File: src/rtl/irq_aggregator.sv
module irq_aggregator #(
  parameter int GATE_DELAY = 25_000_000,
  parameter int POL_BIT    = 17,
  parameter int TX_BIT     = 9,
  parameter int RX_BIT     = 8,
  parameter int DMA_BIT    = 24
) (
  input  logic        clk,
  input  logic        rst_n,
  input  logic        wr_en,
  input  logic [4:0]  wr_addr,
  input  logic [31:0] wr_data,
  input  logic [4:0]  rd_addr,
  output logic [31:0] rd_data,
  input  logic        evt_valid,
  input  logic [4:0]  evt_idx,
  input  logic        evt_level,
  input  logic        pwr_on,
  output logic        irq
);
  localparam int CW = $clog2(GATE_DELAY + 1);
  localparam logic [4:0] A_CFG = 5'd16;

  logic [31:0] top_q, top_mask_q, core_q, core_mask_q;
  logic [31:0] dma_q, dma_mask_q, gpio_q, gpio_mask_q, cfg_q;
  logic [31:0] top_d, top_eff;
  logic        pwr_q, run_q, gate_q;
  logic [CW-1:0] cnt_q;

  function automatic logic [31:0] pend_next(input logic [31:0] cur, input logic [1:0] grp,
                                            input logic [31:0] d);
    if (wr_en && wr_addr[4:2] == {1'b0, grp}) begin
      if (wr_addr[1:0] == 2'd1) return cur | d;
      if (wr_addr[1:0] == 2'd2) return cur & ~d;
    end
    return cur;
  endfunction

  function automatic logic mask_hit(input logic [1:0] grp);
    return wr_en && wr_addr == {1'b0, grp, 2'd3};
  endfunction

  always_comb begin
    top_d = pend_next(top_q, 2'd0, wr_data);
    if (evt_valid) top_d[evt_idx] = evt_level;
  end

  always_ff @(posedge clk) begin
    if (!rst_n) begin
      top_q <= '0;  top_mask_q  <= '1;
      core_q <= '0; core_mask_q <= '0;
      dma_q <= '0;  dma_mask_q  <= '0;
      gpio_q <= '0; gpio_mask_q <= '0;
      cfg_q <= '0;
    end else begin
      top_q  <= top_d;
      core_q <= pend_next(core_q, 2'd1, wr_data);
      dma_q  <= pend_next(dma_q, 2'd2, wr_data);
      gpio_q <= pend_next(gpio_q, 2'd3, wr_data);
      if (mask_hit(2'd0)) top_mask_q  <= wr_data;
      if (mask_hit(2'd1)) core_mask_q <= wr_data;
      if (mask_hit(2'd2)) dma_mask_q  <= wr_data;
      if (mask_hit(2'd3)) gpio_mask_q <= wr_data;
      if (wr_en && wr_addr == A_CFG) cfg_q <= wr_data;
    end
  end

  always_ff @(posedge clk) begin
    if (!rst_n) begin
      pwr_q <= 1'b0; run_q <= 1'b0; gate_q <= 1'b0; cnt_q <= '0;
    end else begin
      pwr_q <= pwr_on;
      if (pwr_on && !pwr_q) begin
        gate_q <= 1'b0;
        run_q  <= 1'b1;
        cnt_q  <= '0;
      end else if (run_q) begin
        if (cnt_q == CW'(GATE_DELAY - 1)) begin
          run_q  <= 1'b0;
          gate_q <= pwr_on;
        end else begin
          cnt_q <= cnt_q + 1'b1;
        end
      end
    end
  end

  always_comb begin
    top_eff          = top_q;
    top_eff[TX_BIT]  = |(core_q[15:0] & ~core_mask_q[15:0]);
    top_eff[RX_BIT]  = |(core_q[31:16] & ~core_mask_q[31:16]);
    top_eff[DMA_BIT] = |(dma_q & ~dma_mask_q);
  end

  wire active = |(top_eff & ~top_mask_q);
  assign irq = gate_q & (cfg_q[POL_BIT] ? active : ~active);

  always_comb begin
    case (rd_addr)
      5'd0, 5'd1, 5'd2:    rd_data = top_eff;
      5'd3:                rd_data = top_mask_q;
      5'd4, 5'd5, 5'd6:    rd_data = core_q;
      5'd7:                rd_data = core_mask_q;
      5'd8, 5'd9, 5'd10:   rd_data = dma_q;
      5'd11:               rd_data = dma_mask_q;
      5'd12, 5'd13, 5'd14: rd_data = gpio_q;
      5'd15:               rd_data = gpio_mask_q;
      A_CFG:               rd_data = cfg_q;
      default:             rd_data = '0;
    endcase
  end
endmodule


File: config.mk
export PLATFORM = sky130hd
export DESIGN_NAME = irq_aggregator
export DESIGN_NICKNAME = d
export VERILOG_FILES = /design/src/rtl/irq_aggregator.sv
export SDC_FILE = /design/constraint.sdc
export NUM_CORES = 1
export LEC_CHECK = 0
export ABC_CLOCK_PERIOD_IN_PS = 1900
export BUFFER_PORTS_ARGS = -buffer_cell sky130_fd_sc_hd__buf_2
export CORE_AREA = 8 8 204 206
export CTS_CLUSTER_SIZE = 14
export DETAILED_ROUTE_END_ITERATION = 16
export DIE_AREA = 0 0 212 214
export HOLD_SLACK_MARGIN = 0.08
export PLACE_DENSITY_LB_ADDON = 0.1
export SYNTH_ARGS = -nofsm -noshare
export SYNTH_HDL_FRONTEND = slang
export SYNTH_SLANG_ARGS = --single-unit
File: constraint.sdc
create_clock -name clk -period 1.9 [get_ports clk]
set_input_delay 0 -clock clk [delete_from_list [all_inputs] [get_ports clk]]
set_output_delay 0 -clock clk [all_outputs]
set_load 0.01 [all_outputs]
==> metrics.yaml, run 1 <==
run_status:
  status: "finished, violations left"
  violations: "setup timing"
floorplanning:
  io_pins: 86
  die-area_um2: 45400
  core_region_area_um2: 38300
  rows: 72
  die_w_um: 212
  start_util_pct: 37.4
  dieHeight_um: 214
layout:
  nFillCells: 3700
  final_cell_area_um2: 19500
  fin_nets: 2132
  syn2layout_area_growth_pct: 35.9
  drive_gt1_share_pct: 25.7
  instances_no_fill: 2620
cts:
  clk_latency_ps: 550
  cts_sinks: 313
  cts_buffers: 38
  h-tree-depth: 2
  cts_tree: "done"
  clock-root-buffer: "clkbuf_16"
  clock_tree.buffer_depth: 3
  path_clk_slew_ps: 60
worst_setup_path:
  worstSetupEndpointType: "output pin"
  worstSetupStartpoint: "top_mask_q[26]$_SDFFE_PN1P_"
  cp.required_ps: 1900
  start_kind: "flip-flop"
  critPathKind: "reg2out"
  cp.arrival_ps: 2560
  r2r_cells: 7
  r2r-start: "cnt_q[13]$_SDFFE_PP0P_"
  cp_max_fo: 2
  r2r_slack_ps: 130
grt:
  grt_pass1_vias: 14300
  grtUsageTotal_pct: 26.8
  grt_overflow: 0
  antenna_found_initial: 1
  grt_max_degree: 80
  grt_pass1_wl_um: 92700
routing:
  final_antenna_net_count: 0
  detail_route.wl_per_cell_um: 24.1
  vias: 15300
  drtIter0Drc: 1818
  wl_um: 63100
  drc: 0
  viasPerCell: 5.84
  drtPass1Iterations: 7
yosys:
  syn-mean-instance-area_um2: 7.92
  synth.cell_area_um2: 14300
  synth_cells: 1809
  ys_warn_count: 0
  ys_types: 60
  synth_ff_type: "dfxtp_1"
  ys_async_sr_fraction_pct: 0
  synth-edff-count: 0
  synth-seq-cells: 313
  syn_nets: 1867
  ys_seq_area_share_pct: 43.7
placed_design:
  place_area_um2: 17200
  gp_congestion: 0.875
  dpl.cell_count: 2506
  io_buffers: 85
  hpwl_um: 41100
sta:
  fmax_ghz: 0.390
  worst_slack_ps: -664
  rsz0062_at_grt: "yes"
  finalMaxSlewViolations: 0
  post-route-period-util_pct: 135
  final-hold-violation-count: 0
  worst_pin_slew_ps: 719
  finalSetupViolations: 5
  fin_skew_ps: 9.15
  period_needed_ps: 2560
  slew_headroom_pct: 52.0
worst_hold_path:
  whs_path_depth: 6
  hold_class: "in2reg"
  hold_start: "wr_addr[4]"
power:
  peakVddDrop_mv: 0.771
  power.leakage_nw: 7.12
  p_per_area_nw_per_um2: 808
run:
  cap_violations: 0
[final timing paths]
kind	end
max	irq
min	cfg_q[5]$_SDFFE_PN0P_
max reg2reg	cnt_q[13]$_SDFFE_PP0P_
min reg2reg	gpio_mask_q[1]$_SDFFE_PN0P_
[power breakdown]
part | total (mW) | leakage, nW | internal (mW) | switching [mW]
logic | 1.34 | 3.92 | 0.479 | 0.862
clock network | 7.70 | 0.657 | 4.75 | 2.96
registers | 6.69 | 2.54 | 6.64 | 0.0535
total | 15.7 | 7.12 | 11.9 | 3.87
[stage by stage]
step	util [%]	power, mW	setup TNS [ps]	hold slack (ps)	worst slack (ps)
after global routing	50.9	16.1	-1960	132	-762
final	50.9	15.7	-1460	86.0	-664
after detailed placement	44.9	8.00	-285	287	-281
after CTS	50.2	15.8	-1530	84.8	-719
after global placement	44.9	8.00	-268	276	-268
after floorplan	-	7.40	0	135	279
[synth_stat cells, drive strengths merged, types with 13 or more instances]
master	number	share of area, %
inv	81	2.1
a31oi	17	0.74
a22o	29	1.8
buf	42	1.6
a22oi	38	2.0
a311o	15	1.0
dfxtp	313	44
nor2	55	1.6
a311oi	96	5.9
nand4	14	0.65
o22ai	25	1.1
nand3	80	2.8
nand2	381	10
a221oi	35	2.1
nand2b	25	1.1
xor2	13	0.79
a222oi	29	2.0
clkbuf	134	3.5
a21oi	288	10
[worst max-delay path, cell delays in order (launching register included)]
cell and delay (ps):
dfxtp_1 390, o22ai_1 110, nor4_2 320, nand4_1 340, a2111oi_4 280, buf_4 170
mux2i_1 220, buf_2 170
[routing by layer]
| metal | wire length [um] | share of wire (%) | GRT usage, % | up-vias |
|---|---|---|---|---|
| met4 | 2380 | 3.8 | 9.96 | 0 |
| li1 | - | - | - | 7087 |
| met1 | 26700 | 42 | 35.9 | 7289 |
| met5 | 0 | 0 | 0 | - |
| met2 | 28200 | 45 | 41.5 | 781 |
| met3 | 5800 | 9.2 | 5.86 | 134 |
[layout make-up]
class                      count  area [um2]  area share, %
multi-input combinational   1239        7570           38.9
tap                          518         648           3.33
clock buffer                  58        1200           6.16
antenna                        1        2.50         0.0128
timing repair buffer         401        3320           17.0
clock inverter                 9         120          0.617
sequential                   313        6310           32.4
inverter                      81         312           1.60
[logic make-up (layout without fill, tap and decap cells)]
group	count (synthesis)	after routing	synth area share, %
simple gates	614	614	19.0
compound gates	599	599	28.3
flops	313	313	43.7
buf+inv	257	549	7.21
xor+xnor	17	17	1.04
fa+ha+maj	5	5	0.437
mux	4	4	0.279
other cells	0	1	0
[placed cells by master (no fill, tap or decap), drive strengths merged, types with 17 or more instances in the layout]
master,count
a21oi,288
a221oi,35
a222oi,29
a22o,29
a22oi,38
a311oi,96
a31oi,17
buf,355
clkbuf,58
dfxtp,313
dlygate4sd3,46
inv,81
nand2,381
nand2b,25
nand3,80
nor2,55
o22ai,25
[timing repair]
| action | CTS | global route |
|---|---|---|
| pin swaps | 19 | 24 |
| gates resized for setup | 64 | 54 |
| buffers inserted | 0 | 2 |
| endpoints found under the setup margin | 13 | 21 |
| endpoints found under the hold margin | 308 | 0 |
| hold buffers | 47 | 0 |
Note: power is estimated with default switching activity, not from simulation.
==> run 2: changes to the inputs <==
- CTS_BUF_LIST: default -> sky130_fd_sc_hd__clkbuf_8
==> metrics.yaml, run 2 (synthesized netlist as in run 1, its figures left out) <==
placed_design:
  hpwl_um: 41100
  gp_congestion: 0.875
  io_buffers: 85
run_status:
  violations: "setup timing"
  status: "finished, violations left"
layout:
  layout_commonest_cell: "nand2_1"
  syn2layout_area_growth_pct: 36.2
  mostFrequentLayoutCells: "nand2_1 (379), a21oi_1 (288), dfxtp_1 (275)"
  nFillCells: 3761
  area.sequential_um2: 6310
  drive_gt1_share_pct: 26.7
  multiInputGateArea_um2: 7570
  fin_nets: 2159
floorplanning:
  start_util_pct: 37.4
  core_region_area_um2: 38300
  io_pins: 86
  die-area_um2: 45400
  die_w_um: 212
  rows: 72
  dieHeight_um: 214
routing:
  detail_route.wl_per_cell_um: 23.8
  drtIter0Drc: 1830
  wl_um: 63500
  final_antenna_net_count: 0
  viasPerCell: 5.78
  drc: 0
  vias: 15400
  drtPass1Iterations: 8
worst_setup_path:
  cp.required_ps: 1900
  worstSetupEndpointType: "output pin"
  cp.arrival_ps: 2680
  start_kind: "flip-flop"
  r2r_slack_ps: 100
  critPathKind: "reg2out"
  critPathSlowestCell: "a2111oi_2"
  max_stage_delay_ps: 360
  cp_max_fo: 2
  cp_cell_sequence: "inv_1, o22ai_1, a2111oi_2, nand4_1, a2111oi_4, buf_4, mux2i_1, buf_2"
sta:
  period_needed_ps: 2680
  finalSetupViolations: 12
  fmax_ghz: 0.373
  slew_headroom_pct: 50.5
  worst_slack_ps: -781
  finalMaxSlewViolations: 0
  post-route-period-util_pct: 141
  hold_ws_ps: 206
  final-hold-violation-count: 0
  rsz0062_at_grt: "yes"
  worst_pin_slew_ps: 740
  fin_skew_ps: 12.0
cts:
  cts_buffers: 56
  cts_tree: "done"
  clock-root-buffer: "clkbuf_8"
  h-tree-depth: 2
  cts_sinks: 313
  clock_tree.buffer_depth: 3
  path_clk_slew_ps: 60
  clk_latency_ps: 630
power:
  fin_total_pwr_mw: 14.5
  p_int_mw: 10.7
  power_switching_mw: 3.89
  comb_power_share_pct: 9.3
  p_per_area_nw_per_um2: 745
  peakVddDrop_mv: 0.484
  seqPwrFrac_pct: 46.0
  p_sw_share_pct: 26.7
  power.leakage_nw: 7.22
  pwr-share-clk_pct: 44.6
grt:
  grt_pass1_wl_um: 93400
  antenna_found_initial: 1
  grt_overflow: 0
  grtUsageTotal_pct: 26.9
  grt_max_degree: 80
  grt_pass1_vias: 14600
run:
  cap_violations: 0
worst_hold_path:
  hold_class: "in2reg"
-- run 2: what timing repair did --
action,in CTS,in global routing
endpoints found under the hold margin,313,0
buffers inserted,1,3
pin swaps,31,32
hold buffers,56,0
endpoints found under the setup margin,23,36
resized for setup,85,66
-- run 2: through the flow --
stage	TNS [ps]	cell area [um2]	utilization, %	std cells	setup WS [ps]
2_1_floorplan	0	14300	-	1809	279
3_3_place_gp	-268	17200	44.9	2506	-268
3_5_place_dp	-285	17200	44.9	2506	-281
4_1_cts	-2670	19200	50.3	2661	-852
5_1_grt	-3180	19500	51.0	2662	-900
6_report	-2220	19500	51.0	2663	-781
-- run 2: final cells by class --
type / instances / area share, %
antenna: 2 / 0.0256
inverter: 81 / 1.60
multi-input combinational: 1239 / 38.8
timing repair buffer: 410 / 18.0
clock buffer: 76 / 5.36
sequential: 313 / 32.4
tap: 518 / 3.32
clock inverter: 24 / 0.532
-- run 2: routing by layer --
layer	global-route usage [%]	up-vias	routed length, um
li1	-	7151	-
met4	12.0	0	2650
met2	41.6	732	28300
met1	36.0	7366	26900
met5	0	-	0
met3	5.00	147	5670
-- run 2: path summary, 6_finish.rpt --
kind	startpoint	to	cells after the start
worst max-delay path	top_q[22]$_SDFF_PN0_	irq	8
worst min register to register	gpio_mask_q[4]$_SDFFE_PN0P_	gpio_mask_q[4]$_SDFFE_PN0P_	2
worst max register to register	cnt_q[10]$_SDFFE_PP0P_	cnt_q[9]$_SDFFE_PP0P_	7
worst min-delay path	pwr_on	run_q$_SDFF_PN0_	4
-- run 2: critical path, delay by kind of cell, from the launching register on --
| family | cells | cell delay [ps] |
|---|---|---|
| and+or+nand+nor | 1 | 350 |
| buffers and inverters | 3 | 390 |
| muxes | 1 | 220 |
| DFF | 1 | 310 |
| AOI/OAI and AO/OA | 3 | 740 |
-- run 2: power by group through the flow --
stage               sequential (mW)  combinational, mW  clock (mW)
floorplan                      6.82              0.574           0
global placement               6.83               1.17           0
detailed placement             6.83               1.17           0
CTS                            6.69               1.30        6.60
global route                   6.70               1.43        6.88
finish                         6.70               1.36        6.50
